**config.mk**
```make
export PLATFORM = sky130hd
export DESIGN_NAME = can_bit_timer
export DESIGN_NICKNAME = d
export VERILOG_FILES = /design/src/rtl/can_bt_pkg.sv /design/src/rtl/can_bt_cfg.sv /design/src/rtl/can_bt_presc.sv /design/src/rtl/can_bt_edge.sv /design/src/rtl/can_bt_seq.sv /design/src/rtl/can_bit_timer.sv
export SDC_FILE = /design/constraint.sdc
export NUM_CORES = 1
export LEC_CHECK = 0
export ABC_AREA = 0
export BUFFER_PORTS_ARGS = -buffer_cell sky130_fd_sc_hd__buf_2
export CORE_ASPECT_RATIO = 1.2
export CORE_UTILIZATION = 45
export DETAILED_ROUTE_END_ITERATION = 16
export PLACE_DENSITY_LB_ADDON = 0.25
export SLEW_MARGIN = 20
export SYNTH_ARGS = -nofsm -noshare
export SYNTH_HDL_FRONTEND = slang
export SYNTH_SLANG_ARGS = --single-unit
```
**constraint.sdc**
```tcl
create_clock -name clk_i -period 8.1 [get_ports clk_i]
set_input_delay 0 -clock clk_i [delete_from_list [all_inputs] [get_ports clk_i]]
set_output_delay 0 -clock clk_i [all_outputs]
set_load 0.01 [all_outputs]
```
**src/rtl/can_bt_pkg.sv**
```systemverilog
package can_bt_pkg;
  typedef enum logic [1:0] {
    SEG_SYNC = 2'd0,
    SEG_PROP = 2'd1,
    SEG_PH1  = 2'd2,
    SEG_PH2  = 2'd3
  } seg_e;

  localparam int unsigned BIT_TQ_MIN = 8;
  localparam int unsigned BIT_TQ_MAX = 25;
  localparam int unsigned SJW_MAX    = 4;

  function automatic seg_e seg_next(input seg_e s);
    case (s)
      SEG_SYNC: seg_next = SEG_PROP;
      SEG_PROP: seg_next = SEG_PH1;
      SEG_PH1:  seg_next = SEG_PH2;
      default:  seg_next = SEG_SYNC;
    endcase
  endfunction
endpackage

```
**src/rtl/can_bt_cfg.sv**
```systemverilog
module can_bt_cfg #(
  parameter int SEG_W = 4,
  parameter int SJW_W = 3
) (
  input  logic [SEG_W-1:0] prop_len_i,
  input  logic [SEG_W-1:0] ph1_len_i,
  input  logic [SEG_W-1:0] ph2_len_i,
  input  logic [SJW_W-1:0] sjw_i,
  output logic             ok_o
);
  import can_bt_pkg::*;

  localparam int SUM_W = (SEG_W > SJW_W ? SEG_W : SJW_W) + 3;

  logic [SUM_W-1:0] prop_x, ph1_x, ph2_x, sjw_x, total;

  always_comb begin
    prop_x = SUM_W'(prop_len_i);
    ph1_x  = SUM_W'(ph1_len_i);
    ph2_x  = SUM_W'(ph2_len_i);
    sjw_x  = SUM_W'(sjw_i);
    total  = SUM_W'(1) + prop_x + ph1_x + ph2_x;
    ok_o   = (prop_x != '0) && (ph1_x != '0) && (ph2_x != '0) &&
             (sjw_x != '0) && (sjw_x <= SUM_W'(SJW_MAX)) &&
             (sjw_x <= ph1_x) && (sjw_x <= ph2_x) &&
             (total >= SUM_W'(BIT_TQ_MIN)) && (total <= SUM_W'(BIT_TQ_MAX));
  end
endmodule

```
**src/rtl/can_bt_presc.sv**
```systemverilog
module can_bt_presc #(
  parameter int PRESC_W = 6
) (
  input  logic               clk_i,
  input  logic               rst_ni,
  input  logic               en_i,
  input  logic               restart_i,
  input  logic [PRESC_W-1:0] brp_i,
  output logic               tick_o
);
  logic [PRESC_W-1:0] cnt_q;

  assign tick_o = en_i && (cnt_q == brp_i);

  always_ff @(posedge clk_i or negedge rst_ni) begin
    if (!rst_ni)                          cnt_q <= '0;
    else if (!en_i || restart_i || tick_o) cnt_q <= '0;
    else                                  cnt_q <= cnt_q + 1'b1;
  end
endmodule

```
**src/rtl/can_bt_edge.sv**
```systemverilog
module can_bt_edge (
  input  logic clk_i,
  input  logic rst_ni,
  input  logic rx_i,
  output logic fall_o
);
  logic rx_d;

  always_ff @(posedge clk_i or negedge rst_ni) begin
    if (!rst_ni) rx_d <= 1'b1;
    else         rx_d <= rx_i;
  end

  // recessive (1) to dominant (0)
  assign fall_o = rx_d & ~rx_i;
endmodule

```
**src/rtl/can_bt_seq.sv**
```systemverilog
module can_bt_seq #(
  parameter int SEG_W = 4,
  parameter int SJW_W = 3
) (
  input  logic             clk_i,
  input  logic             rst_ni,
  input  logic             en_i,
  input  logic             tick_i,
  input  logic             hsync_i,
  input  logic             fall_i,
  input  logic             idle_i,
  input  logic [SEG_W-1:0] prop_len_i,
  input  logic [SEG_W-1:0] ph1_len_i,
  input  logic [SEG_W-1:0] ph2_len_i,
  input  logic [SJW_W-1:0] sjw_i,
  output logic [1:0]       seg_o,
  output logic             sample_o,
  output logic             bit_end_o
);
  import can_bt_pkg::*;

  // room for phase 1 plus the widest jump
  localparam int QC_W = (SEG_W > SJW_W ? SEG_W : SJW_W) + 2;

  seg_e            seg_q;
  logic [QC_W-1:0] qcnt_q, ext_q, shr_q;
  logic [QC_W-1:0] ext_n, shr_n, err, adj, seg_len;
  logic [QC_W-1:0] prop_x, ph1_x, ph2_x, sjw_x;
  logic            rs_q, rs_go, last, step;

  assign prop_x = QC_W'(prop_len_i);
  assign ph1_x  = QC_W'(ph1_len_i);
  assign ph2_x  = QC_W'(ph2_len_i);
  assign sjw_x  = QC_W'(sjw_i);

  assign rs_go = en_i && fall_i && !idle_i && !rs_q && (seg_q != SEG_SYNC);

  always_comb begin
    unique case (seg_q)
      SEG_PROP: err = qcnt_q + 1'b1;
      SEG_PH1:  err = prop_x + qcnt_q + 1'b1;
      SEG_PH2:  err = ((qcnt_q + 1'b1) >= ph2_x) ? '0 : (ph2_x - qcnt_q - 1'b1);
      default:  err = '0;
    endcase
    adj   = (err < sjw_x) ? err : sjw_x;
    ext_n = ext_q;
    shr_n = shr_q;
    if (rs_go) begin
      if (seg_q == SEG_PH2) shr_n = adj;
      else                  ext_n = adj;
    end
    unique case (seg_q)
      SEG_SYNC: seg_len = QC_W'(1);
      SEG_PROP: seg_len = prop_x;
      SEG_PH1:  seg_len = ph1_x + ext_n;
      default:  seg_len = ph2_x - shr_n;
    endcase
  end

  // >= keeps the count bounded if a length drops under it
  assign last      = (qcnt_q + 1'b1) >= seg_len;
  assign step      = tick_i && !hsync_i;
  assign sample_o  = step && last && (seg_q == SEG_PH1);
  assign bit_end_o = step && last && (seg_q == SEG_PH2);
  assign seg_o     = seg_q;

  always_ff @(posedge clk_i or negedge rst_ni) begin
    if (!rst_ni) begin
      seg_q  <= SEG_SYNC;
      qcnt_q <= '0;
      ext_q  <= '0;
      shr_q  <= '0;
      rs_q   <= 1'b0;
    end else if (!en_i) begin
      seg_q  <= SEG_SYNC;
      qcnt_q <= '0;
      ext_q  <= '0;
      shr_q  <= '0;
      rs_q   <= 1'b0;
    end else if (hsync_i) begin
      seg_q  <= SEG_PROP;
      qcnt_q <= '0;
      ext_q  <= '0;
      shr_q  <= '0;
      rs_q   <= 1'b0;
    end else begin
      ext_q <= ext_n;
      shr_q <= shr_n;
      if (rs_go) rs_q <= 1'b1;
      if (step) begin
        if (last) begin
          qcnt_q <= '0;
          seg_q  <= seg_next(seg_q);
          if (seg_q == SEG_PH2) begin
            ext_q <= '0;
            shr_q <= '0;
            rs_q  <= 1'b0;
          end
        end else begin
          qcnt_q <= qcnt_q + 1'b1;
        end
      end
    end
  end
endmodule

```
**src/rtl/can_bit_timer.sv**
```systemverilog
module can_bit_timer #(
  parameter int PRESC_W = 6,
  parameter int SEG_W   = 4,
  parameter int SJW_W   = 3
) (
  input  logic               clk_i,
  input  logic               rst_ni,
  input  logic [PRESC_W-1:0] brp_i,
  input  logic [SEG_W-1:0]   prop_len_i,
  input  logic [SEG_W-1:0]   ph1_len_i,
  input  logic [SEG_W-1:0]   ph2_len_i,
  input  logic [SJW_W-1:0]   sjw_i,
  input  logic               idle_i,
  input  logic               rx_i,
  output logic               cfg_ok_o,
  output logic               tq_tick_o,
  output logic [1:0]         seg_o,
  output logic               sample_o,
  output logic               bit_end_o,
  output logic               bit_val_o
);
  logic fall, hsync, bit_val_q;

  can_bt_cfg #(.SEG_W(SEG_W), .SJW_W(SJW_W)) u_cfg (
    .prop_len_i (prop_len_i),
    .ph1_len_i  (ph1_len_i),
    .ph2_len_i  (ph2_len_i),
    .sjw_i      (sjw_i),
    .ok_o       (cfg_ok_o)
  );

  can_bt_edge u_edge (
    .clk_i  (clk_i),
    .rst_ni (rst_ni),
    .rx_i   (rx_i),
    .fall_o (fall)
  );

  assign hsync = cfg_ok_o && idle_i && fall;

  can_bt_presc #(.PRESC_W(PRESC_W)) u_presc (
    .clk_i     (clk_i),
    .rst_ni    (rst_ni),
    .en_i      (cfg_ok_o),
    .restart_i (hsync),
    .brp_i     (brp_i),
    .tick_o    (tq_tick_o)
  );

  can_bt_seq #(.SEG_W(SEG_W), .SJW_W(SJW_W)) u_seq (
    .clk_i      (clk_i),
    .rst_ni     (rst_ni),
    .en_i       (cfg_ok_o),
    .tick_i     (tq_tick_o),
    .hsync_i    (hsync),
    .fall_i     (fall),
    .idle_i     (idle_i),
    .prop_len_i (prop_len_i),
    .ph1_len_i  (ph1_len_i),
    .ph2_len_i  (ph2_len_i),
    .sjw_i      (sjw_i),
    .seg_o      (seg_o),
    .sample_o   (sample_o),
    .bit_end_o  (bit_end_o)
  );

  always_ff @(posedge clk_i or negedge rst_ni) begin
    if (!rst_ni)       bit_val_q <= 1'b1;
    else if (sample_o) bit_val_q <= rx_i;
  end

  assign bit_val_o = bit_val_q;
endmodule

```
==> qor.txt <==
DRT antenna net count: 0
PortBufs: 31
Yosys reg bits: 29
Tot GR Track Use: 24.1%
Drt wl/cell: 16.7 microns
Die footprint: 8090 sq um
Post-synth top cells: inv_1, ha_1, dfrtp_1, nor2_1, o21ai_0
Synth top area share: 19.4%
Clock Skew: 0.00611 ns
Worst Path Required: 8.10 ns
Via/cell ratio: 5.73
Clock-pin transition on the worst setup and hold timing paths: 0.06 ns
Postcts setup bufs: 0
Antenna Cells: 0
Cts bufs inserted: 5
Crit share post-route: 86.0%
Yosys warns: 0
CP top delay family: compound AO/OA/AOI/OAI gates
Fin Setup TNS: 0 ns
Cells after Synth: 401
Status: finished clean
Crit path max fanout: 8
Gr ovfl total: 0
Largest net degree at the start of global routing: 30
Worst relative slew slack: 46.4%
Die span in x: 82.3 microns
Ys async rst share: 100%
Final wirelength: 8.69 mm
Xor and xnor area share after synthesis: 7.55%
Peak VDD IR: 0.000108 V
Setup crit start kind: flop
Worst Setup Path Type: flop to output port
Pwr/cell area: 109 nW/um^2
DR vias: 2,993
Synth Area in Compound Gates: 21.0%
DR pass1 iterations: 4
PostCTS Resize Cnt: 0
Achievable clock frequency: 144 MHz
Hold_ws: 0.131 ns
Initial antenna violation count: 0
Final net count: 513
# setup viols final: 0
First-pass GRT wire length: 14.7 mm
I/O pins: 32
Hold Violations, Final: 0
Post-synth EDFFs: 0
Skew-Pair Late Insertion Delay: 0.28 ns
Vias in the first global route: 3,072
RSZ-0062 raised after global routing: false
Post-Synth Simple-Gate Area: 19.6%
Initial Utilization: 47.3%
Slew @ Worst Pin: 0.797 ns
Post-synthesis adder-cell area fraction: 22.1%
Synth unique cells: 63
Synth area leaders: dfrtp_1, ha_1, fa_1
Count leader, synth: inv_1
CTS tree: built
Critical Path Max Stage Delay: 0.53 ns
Buf/Inv on CP: 2
Multiplexer share of the synthesized area: 1.73%
CTS max path bufs: 2
Area grow syn2layout: 9.31%
Clock sinks: 29
Largest family of logic cells by synthesized area: adder cells
Syn nets: 482
Layout Utilization: 51.7%
Slew Viols, Final: 0
Synth Cell Area: 3480 sq um
DPL Wire Length: 7.16 mm
Clock Tree Root: clkbuf_8
# hold bufs at CTS: 2
Crit path time final: 6.97 ns
Leak pwr: 1.77 nW
Setup crit end kind: output port
Initial DRC count: 144
Slowest-stage cell, CP: dfrtp_1
Post-synth top area cell: dfrtp_1
Top_reg_cell synth: dfrtp_1
Max Cap Viol: 0
RD Place Congestion: 0.891
H-tree depth: 2
DR DRC count: 0
Core Box Area: 7360 sq um
Post-Syn Area per Cell: 8.68 sq um
Row cnt: 34
CP most frequent cell: ha_1
Register area share after synthesis: 20.9%
HP Class: primary input to flop
Fraction of layout cells with a size suffix above 1: 14.6%
CP arrival: 6.97 ns
Vert. Die Dim: 98.3 microns
[path summary, 6_finish.rpt]
| kind | from | end | slack, ns | cells past startpoint |
|---|---|---|---|---|
| setup / recovery | u_seq.qcnt_q[1] | bit_end_o | 1.13 | 27 |
| hold / removal | idle_i | u_seq.ext_q[2] | 0.13 | 4 |
| setup reg to reg | u_seq.qcnt_q[1] | u_seq.ext_q[5] | 1.18 | 27 |
| hold reg to reg | u_seq.shr_q[1] | u_seq.shr_q[1] | 0.52 | 2 |
| max in group asynchronous | rst_ni | u_presc.cnt_q[4] | 7.39 | 2 |
| min in group asynchronous | rst_ni | u_seq.ext_q[4] | 0.28 | 2 |
[layer usage]
layer,GRT usage [%],vias up,part of all wire (%)
li1,-,1504,-
met1,30.9,1399,45
met2,40.3,71,49
met3,1.96,19,2.9
met4,10.7,0,3.4
met5,0,-,0
[placed cells by master, fill, tap and decap left out, drive strengths merged, types with 6 or more instances in the layout]
master	synthesis	layout
inv	50	50
ha	47	47
buf	6	32
nor2	27	27
dfrtp	27	27
o21ai	22	22
a21oi	21	21
nand2	20	20
xnor2	20	20
nor3	13	13
nand4	12	12
xor2	10	10
fa	9	9
nand3	9	9
nor2b	8	8
and3	8	8
nand2b	8	8
clkbuf	4	7
a31oi	6	6
a21o	6	6
[worst min-delay path, cell delays in order]
cell	delay, ns
buf_2	0.09
nor4_2	0.07
nand4_1	0.12
o31ai_1	0.09
[area by class of cell]
type	count	area (sq um)
multi-input cells	312	2510
clock buffers	7	86.3
fillers	703	3560
repair buffers	34	183
flip-flops and latches	29	728
well taps	90	113
inverters	50	188
[report_power, final]
group / internal [W] / switching (W)
logic: 0.0000529 / 0.0000932
clock network: 0.0000672 / 0.0000525
registers: 0.000147 / 0.00000229
total: 0.000267 / 0.000148
[per-stage QoR]
step,worst slack [ns],instance area (sq um),std cells,total power (W)
3_3_place_gp,1.49,3700,513,0.000293
3_5_place_dp,1.30,3700,513,0.000297
4_1_cts,1.20,3800,522,0.000419
5_1_grt,0.613,3800,522,0.000442
6_report,1.13,3800,522,0.000415
2_1_floorplan,2.37,3480,401,0.000254
[flip-flops by register name, summed over array words and instances (netlist names)]
name and count:
bit_val_o 1, u_edge.rx_d 1, u_presc.cnt_q 6, u_seq.ext_q 6, u_seq.qcnt_q 6, u_seq.rs_q 1
u_seq.seg_o 2, u_seq.shr_q 6
[cells by family (layout without fill, tap and decap cells)]
family                     count (synthesis)  after routing
and+or+nand+nor                          120            120
AOI/OAI and AO/OA                        101            101
buffers and inverters                     60             91
adders and majority gates                 56             56
xor gates and xnor gates                  30             30
DFF                                       29             29
muxes                                      5              5
Power figures use the tool's default switching activity.
